**config.mk**
```make
export PLATFORM = sky130hd
export DESIGN_NAME = trigburst_ctrl
export DESIGN_NICKNAME = d
export VERILOG_FILES = /design/src/rtl/trigburst_pkg.sv /design/src/rtl/trigburst_trig.sv /design/src/rtl/trigburst_seq.sv /design/src/rtl/trigburst_wrap.sv /design/src/rtl/trigburst_ctrl.sv
export SDC_FILE = /design/constraint.sdc
export NUM_CORES = 1
export LEC_CHECK = 0
export BUFFER_PORTS_ARGS = -buffer_cell sky130_fd_sc_hd__clkbuf_2
export CAP_MARGIN = 20
export CORE_AREA = 2 2 66 68
export DETAILED_ROUTE_END_ITERATION = 7
export DIE_AREA = 0 0 68 70
export HOLD_SLACK_MARGIN = 0.12
export PLACE_DENSITY_LB_ADDON = 0.05
export SLEW_MARGIN = 20
export SYNTH_ARGS = -nofsm -noshare
export SYNTH_HDL_FRONTEND = slang
export SYNTH_SLANG_ARGS = --single-unit
```
**constraint.sdc**
```tcl
create_clock -name clk -period 6.83 [get_ports clk]
set_input_delay 0.3415 -clock clk [delete_from_list [all_inputs] [get_ports clk]]
set_output_delay 0.3415 -clock clk [all_outputs]
set_load 0.02 [all_outputs]
```
**src/rtl/trigburst_pkg.sv**
```systemverilog
`timescale 1ns/1ps
// Package: shared field positions and the decoded channel configuration.
// Assumes a 32-bit configuration word whose bit positions the engine side
// and software decode the same way.
package trigburst_pkg;
    localparam int CFG_W    = 32;
    localparam int POW_W    = 4;
    localparam int B_GATE   = 0;
    localparam int B_HWEN   = 1;
    localparam int B_POL    = 4;
    localparam int B_LEVEL  = 5;
    localparam int B_BURST  = 6;
    localparam int B_POW    = 8;
    localparam int B_SWRAP  = 14;
    localparam int B_DWRAP  = 15;
    localparam int B_PRIO   = 16;

    typedef struct packed {
        logic             gate_en;
        logic             hw_en;
        logic             pol_high;
        logic             level;
        logic             burst;
        logic [POW_W-1:0] pow;
        logic             src_wrap_en;
        logic             dst_wrap_en;
    } chan_cfg_t;
endpackage

```
**src/rtl/trigburst_trig.sv**
```systemverilog
`timescale 1ns/1ps
// Trigger flag unit: holds the channel trigger flag.
// In level mode the flag follows the qualified input one cycle later.
// Otherwise, software pulses, set strobes and active hardware edges latch
// the flag, and the descriptor clear drops it (a set beats a clear).
// Assumes hw_trig is already synchronous to clk.
module trigburst_trig (
    input  logic clk,
    input  logic rst_n,
    input  logic hw_en,
    input  logic pol_high,
    input  logic level,
    input  logic hw_trig,
    input  logic sw_trig,
    input  logic set_trig,
    input  logic clr_req,
    output logic trig_flag
);
    logic hw_prev;
    logic asserted;
    logic act_edge;
    logic set_evt;

    // Qualify the input and find an active-polarity edge.
    always_comb begin
        asserted = (hw_trig == pol_high);
        act_edge = hw_en && asserted && (hw_prev != pol_high);
        set_evt  = sw_trig || set_trig || act_edge;
    end

    // Previous input level (loaded in reset too) and the trigger flag.
    always_ff @(posedge clk) begin
        hw_prev <= hw_trig;
        if (!rst_n) begin
            trig_flag <= 1'b0;
        end else if (hw_en && level) begin
            trig_flag <= asserted;
        end else if (set_evt) begin
            trig_flag <= 1'b1;
        end else if (clr_req) begin
            trig_flag <= 1'b0;
        end
    end
endmodule

```
**src/rtl/trigburst_seq.sv**
```systemverilog
`timescale 1ns/1ps
// Burst sequencer: issues a one-cycle go with an item count when the
// channel is triggered, allowed and idle. It then counts item_done pulses
// down to zero before it can launch again. desc_done abandons the burst.
// Assumes pow is already clamped to MAX_POW.
module trigburst_seq #(
    parameter int MAX_POW = 10,
    localparam int CNT_W  = MAX_POW + 1
) (
    input  logic             clk,
    input  logic             rst_n,
    input  logic             trig_flag,
    input  logic             req_ok,
    input  logic             burst,
    input  logic [3:0]       pow,
    input  logic             item_done,
    input  logic             desc_done,
    output logic             go,
    output logic [CNT_W-1:0] go_count,
    output logic             busy
);
    logic [CNT_W-1:0] rem;
    logic [CNT_W-1:0] size;
    logic             launch;

    // Items per go and the launch condition.
    always_comb begin
        size   = burst ? (CNT_W'(1) << pow) : CNT_W'(1);
        busy   = (rem != '0);
        launch = trig_flag && req_ok && !busy;
    end

    // Go pulse, count register and remaining-item counter.
    always_ff @(posedge clk) begin
        if (!rst_n) begin
            go       <= 1'b0;
            go_count <= '0;
            rem      <= '0;
        end else begin
            go <= launch;
            if (launch) begin
                go_count <= size;
                rem      <= size;
            end else if (desc_done) begin
                rem <= '0;
            end else if (item_done && busy) begin
                rem <= rem - CNT_W'(1);
            end
        end
    end
endmodule

```
**src/rtl/trigburst_wrap.sv**
```systemverilog
`timescale 1ns/1ps
// Wrap tracker: counts taken items modulo 2^pow and flags, for each address
// port that enables it, the item that closes a block. The engine then
// reloads that port's block-start address. Assumes item_ok is only high
// while a burst is outstanding.
module trigburst_wrap #(
    parameter int MAX_POW = 10,
    parameter int NPORT   = 2,
    localparam int CNT_W  = MAX_POW + 1
) (
    input  logic             clk,
    input  logic             rst_n,
    input  logic             item_ok,
    input  logic             desc_done,
    input  logic [3:0]       pow,
    input  logic [NPORT-1:0] wrap_en,
    output logic [NPORT-1:0] wrap_hit
);
    logic [CNT_W-1:0] idx;
    logic [CNT_W-1:0] blk_last;
    logic             at_end;

    // Index of the last item in a block.
    always_comb begin
        blk_last = (CNT_W'(1) << pow) - CNT_W'(1);
        at_end   = (idx >= blk_last);
    end

    // Position inside the current block.
    always_ff @(posedge clk) begin
        if (!rst_n) begin
            idx <= '0;
        end else if (desc_done) begin
            idx <= '0;
        end else if (item_ok) begin
            idx <= at_end ? '0 : idx + CNT_W'(1);
        end
    end

    // One wrap flag per address port.
    for (genvar g = 0; g < NPORT; g++) begin : g_port
        assign wrap_hit[g] = item_ok && at_end && wrap_en[g];
    end
endmodule

```
**src/rtl/trigburst_ctrl.sv**
```systemverilog
`timescale 1ns/1ps
// Top: per-channel trigger and burst controller. Decodes the configuration
// word, gates launches on the peripheral request, and ties together the
// trigger unit, burst sequencer and wrap tracker. Assumes all inputs are
// synchronous to clk.
module trigburst_ctrl #(
    parameter int MAX_POW = 10,
    parameter int PRIO_W  = 3,
    localparam int CNT_W  = MAX_POW + 1
) (
    input  logic                              clk,
    input  logic                              rst_n,
    input  logic [trigburst_pkg::CFG_W-1:0]   cfg_word,
    input  logic                              periph_req,
    input  logic                              hw_trig,
    input  logic                              sw_trig,
    input  logic                              set_trig,
    input  logic                              item_done,
    input  logic                              desc_done,
    input  logic                              desc_clr_trig,
    output logic                              go,
    output logic [CNT_W-1:0]                  go_count,
    output logic                              trig_flag,
    output logic                              src_wrap,
    output logic                              dst_wrap,
    output logic [PRIO_W-1:0]                 chan_prio
);
    import trigburst_pkg::*;

    chan_cfg_t  cfg;
    logic       req_ok;
    logic       busy;
    logic [1:0] wrap_hit;
    logic       cfg_unused;

    // Field decode with the burst power clamped to MAX_POW.
    always_comb begin
        cfg.gate_en     = cfg_word[B_GATE];
        cfg.hw_en       = cfg_word[B_HWEN];
        cfg.pol_high    = cfg_word[B_POL];
        cfg.level       = cfg_word[B_LEVEL];
        cfg.burst       = cfg_word[B_BURST];
        cfg.pow         = cfg_word[B_POW +: POW_W];
        if (cfg.pow > POW_W'(MAX_POW)) cfg.pow = POW_W'(MAX_POW);
        cfg.src_wrap_en = cfg_word[B_SWRAP];
        cfg.dst_wrap_en = cfg_word[B_DWRAP];
        req_ok          = !cfg.gate_en || periph_req;
    end

    assign chan_prio  = cfg_word[B_PRIO +: PRIO_W];
    assign cfg_unused = ^{cfg_word[3:2], cfg_word[7], cfg_word[13:12],
                          cfg_word[CFG_W-1:B_PRIO+PRIO_W]};

    trigburst_trig u_trig (
        .clk       (clk),
        .rst_n     (rst_n),
        .hw_en     (cfg.hw_en),
        .pol_high  (cfg.pol_high),
        .level     (cfg.level),
        .hw_trig   (hw_trig),
        .sw_trig   (sw_trig),
        .set_trig  (set_trig),
        .clr_req   (desc_done && desc_clr_trig),
        .trig_flag (trig_flag)
    );

    trigburst_seq #(.MAX_POW(MAX_POW)) u_seq (
        .clk       (clk),
        .rst_n     (rst_n),
        .trig_flag (trig_flag),
        .req_ok    (req_ok),
        .burst     (cfg.burst),
        .pow       (cfg.pow),
        .item_done (item_done),
        .desc_done (desc_done),
        .go        (go),
        .go_count  (go_count),
        .busy      (busy)
    );

    trigburst_wrap #(.MAX_POW(MAX_POW), .NPORT(2)) u_wrap (
        .clk       (clk),
        .rst_n     (rst_n),
        .item_ok   (item_done && busy),
        .desc_done (desc_done),
        .pow       (cfg.pow),
        .wrap_en   ({cfg.dst_wrap_en, cfg.src_wrap_en}),
        .wrap_hit  (wrap_hit)
    );

    assign src_wrap = wrap_hit[0];
    assign dst_wrap = wrap_hit[1];
endmodule

```
# Word-level counts from Yosys, hierarchy flattened
# Index checks and enable logic that the tools add are counted.
totals:
  regBits: 36
  output_inout_bits: 18
  wordCells: 43
classes:
  n_addsub: 3
  order_cmp: 2
  eq_ne: 2
  n_shift: 1
  n_mux: 9
  bitwise_logic: 1
  reduce_logical: 19
op_table:
  columns: ["cell", "count"]
  rows:
  - ["11-bit two-way mux", 5]
  - ["11-bit by 1-bit adder with 11-bit output, second input constant", 1]
  - ["11-bit >= comparator", 1]
  - ["11-bit nonzero test", 1]
  - ["1-bit by 4-bit << shifter with 11-bit output, first input constant", 1]
  - ["11-bit by 1-bit subtractor with 11-bit output, second input constant", 1]
  - ["11-bit by 2-bit subtractor with 11-bit output, second input constant", 1]
  - ["1-bit logical AND", 10]
  - ["3-bit nonzero test", 2]
  - ["4-bit > comparator, second input constant", 1]
  - ["4-bit two-way mux", 1]
  - ["1-bit logical OR", 3]
  - ["1-bit two-way mux", 3]
  - ["1-bit logical NOT", 2]
  - ["2-bit OR reduction", 1]
  - ["1-bit equality test", 1]
  - ["1-bit inequality test", 1]
  - ["1-bit inverter", 1]

# Longest topological paths before layout
depth:
  depth_word: 7
  mapped_depth: 15

# By module
# Synthesis repeated with hierarchy kept, for this count alone.
unflattened:
  cells_unflattened: 282
  area_unflattened_um2: 2411.1
by_module_without_submodules:
  columns: ["module", "instances", "cells_each", "area_per_inst_um2", "seq_area_each_um2"]
  rows:
  - ["trigburst_seq", 1, 147, 1242.4, 460.4]
  - ["trigburst_wrap", 1, 114, 1002.2, 220.2]
  - ["trigburst_trig", 1, 10, 92.6, 40.0]
  - ["trigburst_ctrl", 1, 11, 73.8, 0.0]

# Least setup slack after synthesis
# No wires, ideal clock.
synth_path:
  kind: "input-to-output"
  start: "in cfg_word[11] in the netlist's numbering"
  end: "out dst_wrap"
  t_arrival_ns: 3.089
  required_time_ns: 6.488
  path_slack_ns: 3.399
  cell_stages: 15
  cell_sequence: "clkbuf_1 > nor2_1 > and2_1 > nand2b_1 > ha_1 > nor3_1 > a21o_1 > a32oi_1 > ha_1 > and3_1 > a221oi_1 > o21ai_0 > a41oi_1 > nor2_1 > and2_1"
synth_between:
  elab_chain_cells: 7
synth_rtl:
  columns: ["item", "line_no", "text"]
  rows:
  - ["start: declaration", "trigburst_ctrl.sv:13", "input logic [trigburst_pkg::CFG_W-1:0] cfg_word,"]
  - ["4-bit > comparator", "trigburst_ctrl.sv:44", "if (cfg.pow > POW_W'(MAX_POW)) cfg.pow = POW_W'(MAX_POW);"]
  - ["4-bit two-way mux *", "trigburst_ctrl.sv:44", null]
  - ["1-bit by 4-bit << shifter with 11-bit output *", "trigburst_wrap.sv:25", "blk_last = (CNT_W'(1) << pow) - CNT_W'(1);"]
  - ["11-bit by 2-bit subtractor with 11-bit output *", "trigburst_wrap.sv:25", null]
  - ["11-bit >= comparator *", "trigburst_wrap.sv:26", "at_end = (idx >= blk_last);"]
  - ["1-bit logical AND * (2 in a row)", "trigburst_wrap.sv:42", "assign wrap_hit[g] = item_ok && at_end && wrap_en[g];"]
  - ["end: declaration", "trigburst_ctrl.sv:25", "output logic dst_wrap,"]
# Every way passes the cells marked *; elsewhere a longest branch is shown, timed or not.

# Final worst setup path
# Ends and elaborated chain as after synthesis.

==> results.txt <==
Required time of the critical path = 6490 ps
Post-CTS repair timing setup buffer count = 0
Main flop type after synthesis = sky130_fd_sc_hd__dfxtp_1
Max-cap violations = 0
Setup violators final = 0
Post-synth net total = 323
Power share of the sequential group = 0.387
Family with the most delay on the worst path = simple AND/OR/NAND/NOR gates
Area occupied by multi-input gates = 0.00133 sq mm
Number of synthesis warnings = 0
Maximum net fanout on the critical path = 11
Sequential cell area in the final layout = 721 sq um
Clock Skews = 5.44 ps
Ratio of total power to cell area = 255 mW/mm^2
Netlist cell types = 51
Leakage = 1.02 nW
Area inside the core boundary = 0.00414 sq mm
Post-route total power = 0.622 mW
Hold Fails Final Rpt = 0
Sequential element share of the synthesized area = 0.335
Global-route total usage across every layer = 0.240
Number of placement rows = 24
Residual DRC = 0
Final global-route overflow total = 0
Fin crit period = 4030 ps
Maximum single-stage delay on the critical path = 480 ps
# resized after CTS = 0
Kind of end point of the critical path = output port
Wire length of the first global-routing pass = 8680 microns
Drt via density = 5.79
HPWL after detailed placement = 4000 microns
Transition time at the pin with the least slew margin = 703 ps
Detailed-router iteration count before antenna repair = 4
Fraction of registers with async set/reset = 0
Internal portion of total power = 0.403 mW
Via count = 2,032
Horizontal extent of the die = 68 microns
Chain of cells forming the critical path = clkbuf_2 > nor2_1 > and2_1 > nand2b_1 > ha_1 > nor3_1 > a21o_1 > a32oi_1 > ha_1 > and3_1 > a221oi_1 > o21ai_0 > a41oi_1 > nor2_1 > and2_1 > clkbuf_2
Area of the mapped netlist = 0.00215 sq mm
Inserted Diodes = 0
Number of synthesized register bits = 36
Clock tree from TritonCTS = built
Die Y-Extent = 70 microns
Clock latency at the later pin of the worst-skew pair = 300 ps
Sum of met3 wire segment lengths after detailed routing = 132 microns
Comb pwr share = 0.308
CTS Root Buffer Type = sky130_fd_sc_hd__clkbuf_8
Arrival time at the worst endpoint = 3690 ps
CP bufs+invs = 2
Number of antenna violations at the first check in global routing = 0
Average wire per standard cell = 14.8 microns
Number of primary I/O pins = 59
Top Metal Used = met4
Clock Pin Slew Worst Setup and Hold Paths = 70 ps
Die area = 0.00476 sq mm
Setup_tns = 0 ps
Vias in the first global route = 1,905
Startpoint-to-endpoint class of the critical path = primary input to output port
Switch share = 0.353
Post-synth EDFFs = 0
Synth Area per Inst = 8.03 sq um
Cts-stage hold buffer count = 0
GPL Wtd Cong = 0.851
Initial cell density of the core = 0.519
Type of the worst min-delay path = primary input to register
Count of nets after finishing = 353
Power dissipated by switching net loads = 0.219 mW
Total Routed Length = 5200 microns
Fmax = 248 MHz
Setup repair after global routing missed its margin = no
Worst VDD drop = 0.0975 mV
Wire length on met2 = 2600 microns
Deepest clock path buffer count = 2
Count of input and output buffers = 34
Final slew viol count = 0
Maximum number of pins on one net before global-route repair = 20
Count of fill cells added during filler insertion = 411
Area grow syn2layout = 13.6%
Number of nets still failing antenna checks after routing = 0
Fraction of layout instances using a drive strength above 1 = 0.171
Crit path max-delay cell type = sky130_fd_sc_hd__a41oi_1
Relative slew margins = 0.528
Number of DRC violations after detailed-routing iteration 0 = 154
Total number of clock tree sinks = 36
Synthesized instance count = 268
Startpoint kind of the worst setup timing path = primary input
Number of levels in the clock H-tree = 2
Clock network power share = 0.305
Number of CTS-inserted buffers = 5
Status = complete, no violations
Routed metal-1 wirelength = 2350 microns
Final Cycle Share = 0.590
worst paths after layout:
check,from,to,slack [ps],cells past startpoint
max,cfg_word[11],dst_wrap,2800,16
min,hw_trig,u_trig.hw_prev$_DFF_P_,170,1
max reg2reg,u_wrap.idx[6]$_SDFFE_PP0P_,u_wrap.idx[8]$_SDFFE_PP0P_,4470,7
min reg2reg,u_seq.go_count[7]$_SDFFE_PN0P_,u_seq.go_count[7]$_SDFFE_PN0P_,450,2
cell type report:
| cell class | instances | area share |
|---|---|---|
| clock buffers | 5 | 0.0282 |
| clock inverters | 3 | 0.0174 |
| inverters | 11 | 0.0169 |
| multi-input cells | 210 | 0.546 |
| flip-flops and latches | 36 | 0.295 |
| well taps | 52 | 0.0266 |
| repair buffers | 34 | 0.0697 |
synthesized netlist by cell type, types with 3 or more instances:
library cell / instances / area share
sky130_fd_sc_hd__and3_1: 6 / 0.017
sky130_fd_sc_hd__o21ai_0: 6 / 0.014
sky130_fd_sc_hd__xnor2_1: 7 / 0.029
sky130_fd_sc_hd__ha_1: 14 / 0.081
sky130_fd_sc_hd__nand3_1: 12 / 0.028
sky130_fd_sc_hd__and2_1: 4 / 0.012
sky130_fd_sc_hd__o22a_1: 3 / 0.012
sky130_fd_sc_hd__nor2b_1: 5 / 0.015
sky130_fd_sc_hd__buf_4: 3 / 0.010
sky130_fd_sc_hd__dfxtp_1: 36 / 0.34
sky130_fd_sc_hd__a31oi_1: 6 / 0.017
sky130_fd_sc_hd__clkbuf_1: 6 / 0.010
sky130_fd_sc_hd__nand4_1: 7 / 0.020
sky130_fd_sc_hd__a21oi_1: 25 / 0.058
sky130_fd_sc_hd__nor3_1: 9 / 0.021
sky130_fd_sc_hd__nor2_1: 29 / 0.051
sky130_fd_sc_hd__o21ai_1: 4 / 0.0093
sky130_fd_sc_hd__nand2_1: 29 / 0.051
sky130_fd_sc_hd__inv_1: 10 / 0.017
sky130_fd_sc_hd__a21o_1: 3 / 0.010
sky130_fd_sc_hd__xor2_1: 4 / 0.016
logic make-up (layout without fill, tap and decap cells):
kind of cell,count (synthesis),in the layout,share of synthesized area
AOI/OAI and AO/OA,66,66,0.197
xor gates and xnor gates,11,11,0.0448
adders and majority gates,14,14,0.0814
buffers and inverters,22,53,0.0448
DFF,36,36,0.335
muxes,2,2,0.00931
and+or+nand+nor,117,117,0.287
through the flow:
step	hold WS, ps	cells	worst slack [ps]	utilization	cell area [sq um]
6_report	171	351	2800	0.589	2440
5_1_grt	168	351	2460	0.589	2440
4_1_cts	165	351	2770	0.589	2440
3_5_place_dp	445	343	2790	0.563	2330
3_3_place_gp	439	343	2830	0.563	2330
2_1_floorplan	369	268	3400	-	2150
routing by layer:
layer | GRT usage | up-vias
met5 | 0 | -
met4 | 0.109 | 0
met3 | 0.0386 | 8
met2 | 0.400 | 27
met1 | 0.295 | 961
li1 | - | 1036
state kept, by name (all words and copies together), names as in the netlist:
register and cells:
u_seq.go_count 11, u_seq.rem 11, u_wrap.idx 11, u_seq.go 1, u_trig.hw_prev 1, u_trig.trig_flag 1
cells in the final DEF (no fill, tap or decap), types with 2 or more instances in the layout:
master	n
sky130_fd_sc_hd__nand4_1	7
sky130_fd_sc_hd__nor2_1	29
sky130_fd_sc_hd__a31oi_1	6
sky130_fd_sc_hd__nand3_1	12
sky130_fd_sc_hd__o21ai_1	4
sky130_fd_sc_hd__nand2_1	29
sky130_fd_sc_hd__nor4_1	2
sky130_fd_sc_hd__or3_1	2
sky130_fd_sc_hd__a41o_1	2
sky130_fd_sc_hd__a21o_1	3
sky130_fd_sc_hd__nor3_1	9
sky130_fd_sc_hd__a211oi_1	2
sky130_fd_sc_hd__ha_1	14
sky130_fd_sc_hd__mux2i_1	2
sky130_fd_sc_hd__a41oi_1	2
sky130_fd_sc_hd__o21ai_0	6
sky130_fd_sc_hd__nand3_2	2
sky130_fd_sc_hd__and3_1	6
sky130_fd_sc_hd__a21oi_1	25
sky130_fd_sc_hd__dfxtp_1	36
sky130_fd_sc_hd__nand4_2	2
sky130_fd_sc_hd__inv_1	10
sky130_fd_sc_hd__xor2_1	4
sky130_fd_sc_hd__a22oi_1	2
sky130_fd_sc_hd__o22a_1	3
sky130_fd_sc_hd__clkbuf_8	5
sky130_fd_sc_hd__and2_1	4
sky130_fd_sc_hd__xnor2_1	7
sky130_fd_sc_hd__clkbuf_2	34
sky130_fd_sc_hd__nor2b_1	5
worst reg2reg max path, cell delays in order, from the launching register on:
cell and delay (ps):
sky130_fd_sc_hd__dfxtp_1 440, sky130_fd_sc_hd__ha_1 280, sky130_fd_sc_hd__and3_1 200, sky130_fd_sc_hd__a221oi_1 290
sky130_fd_sc_hd__o21ai_0 130, sky130_fd_sc_hd__a41oi_1 480, sky130_fd_sc_hd__o21ai_1 310, sky130_fd_sc_hd__nor2_1 170
power by group through the flow:
stage	Combinational (mW)	Sequential [mW]	Clock, mW
3_5_place_dp	0.190	0.246	0
3_3_place_gp	0.188	0.245	0
5_1_grt	0.215	0.243	0.201
6_report	0.191	0.241	0.190
4_1_cts	0.191	0.241	0.194
2_1_floorplan	0.149	0.245	0
(Power assumes the default switching activity.)
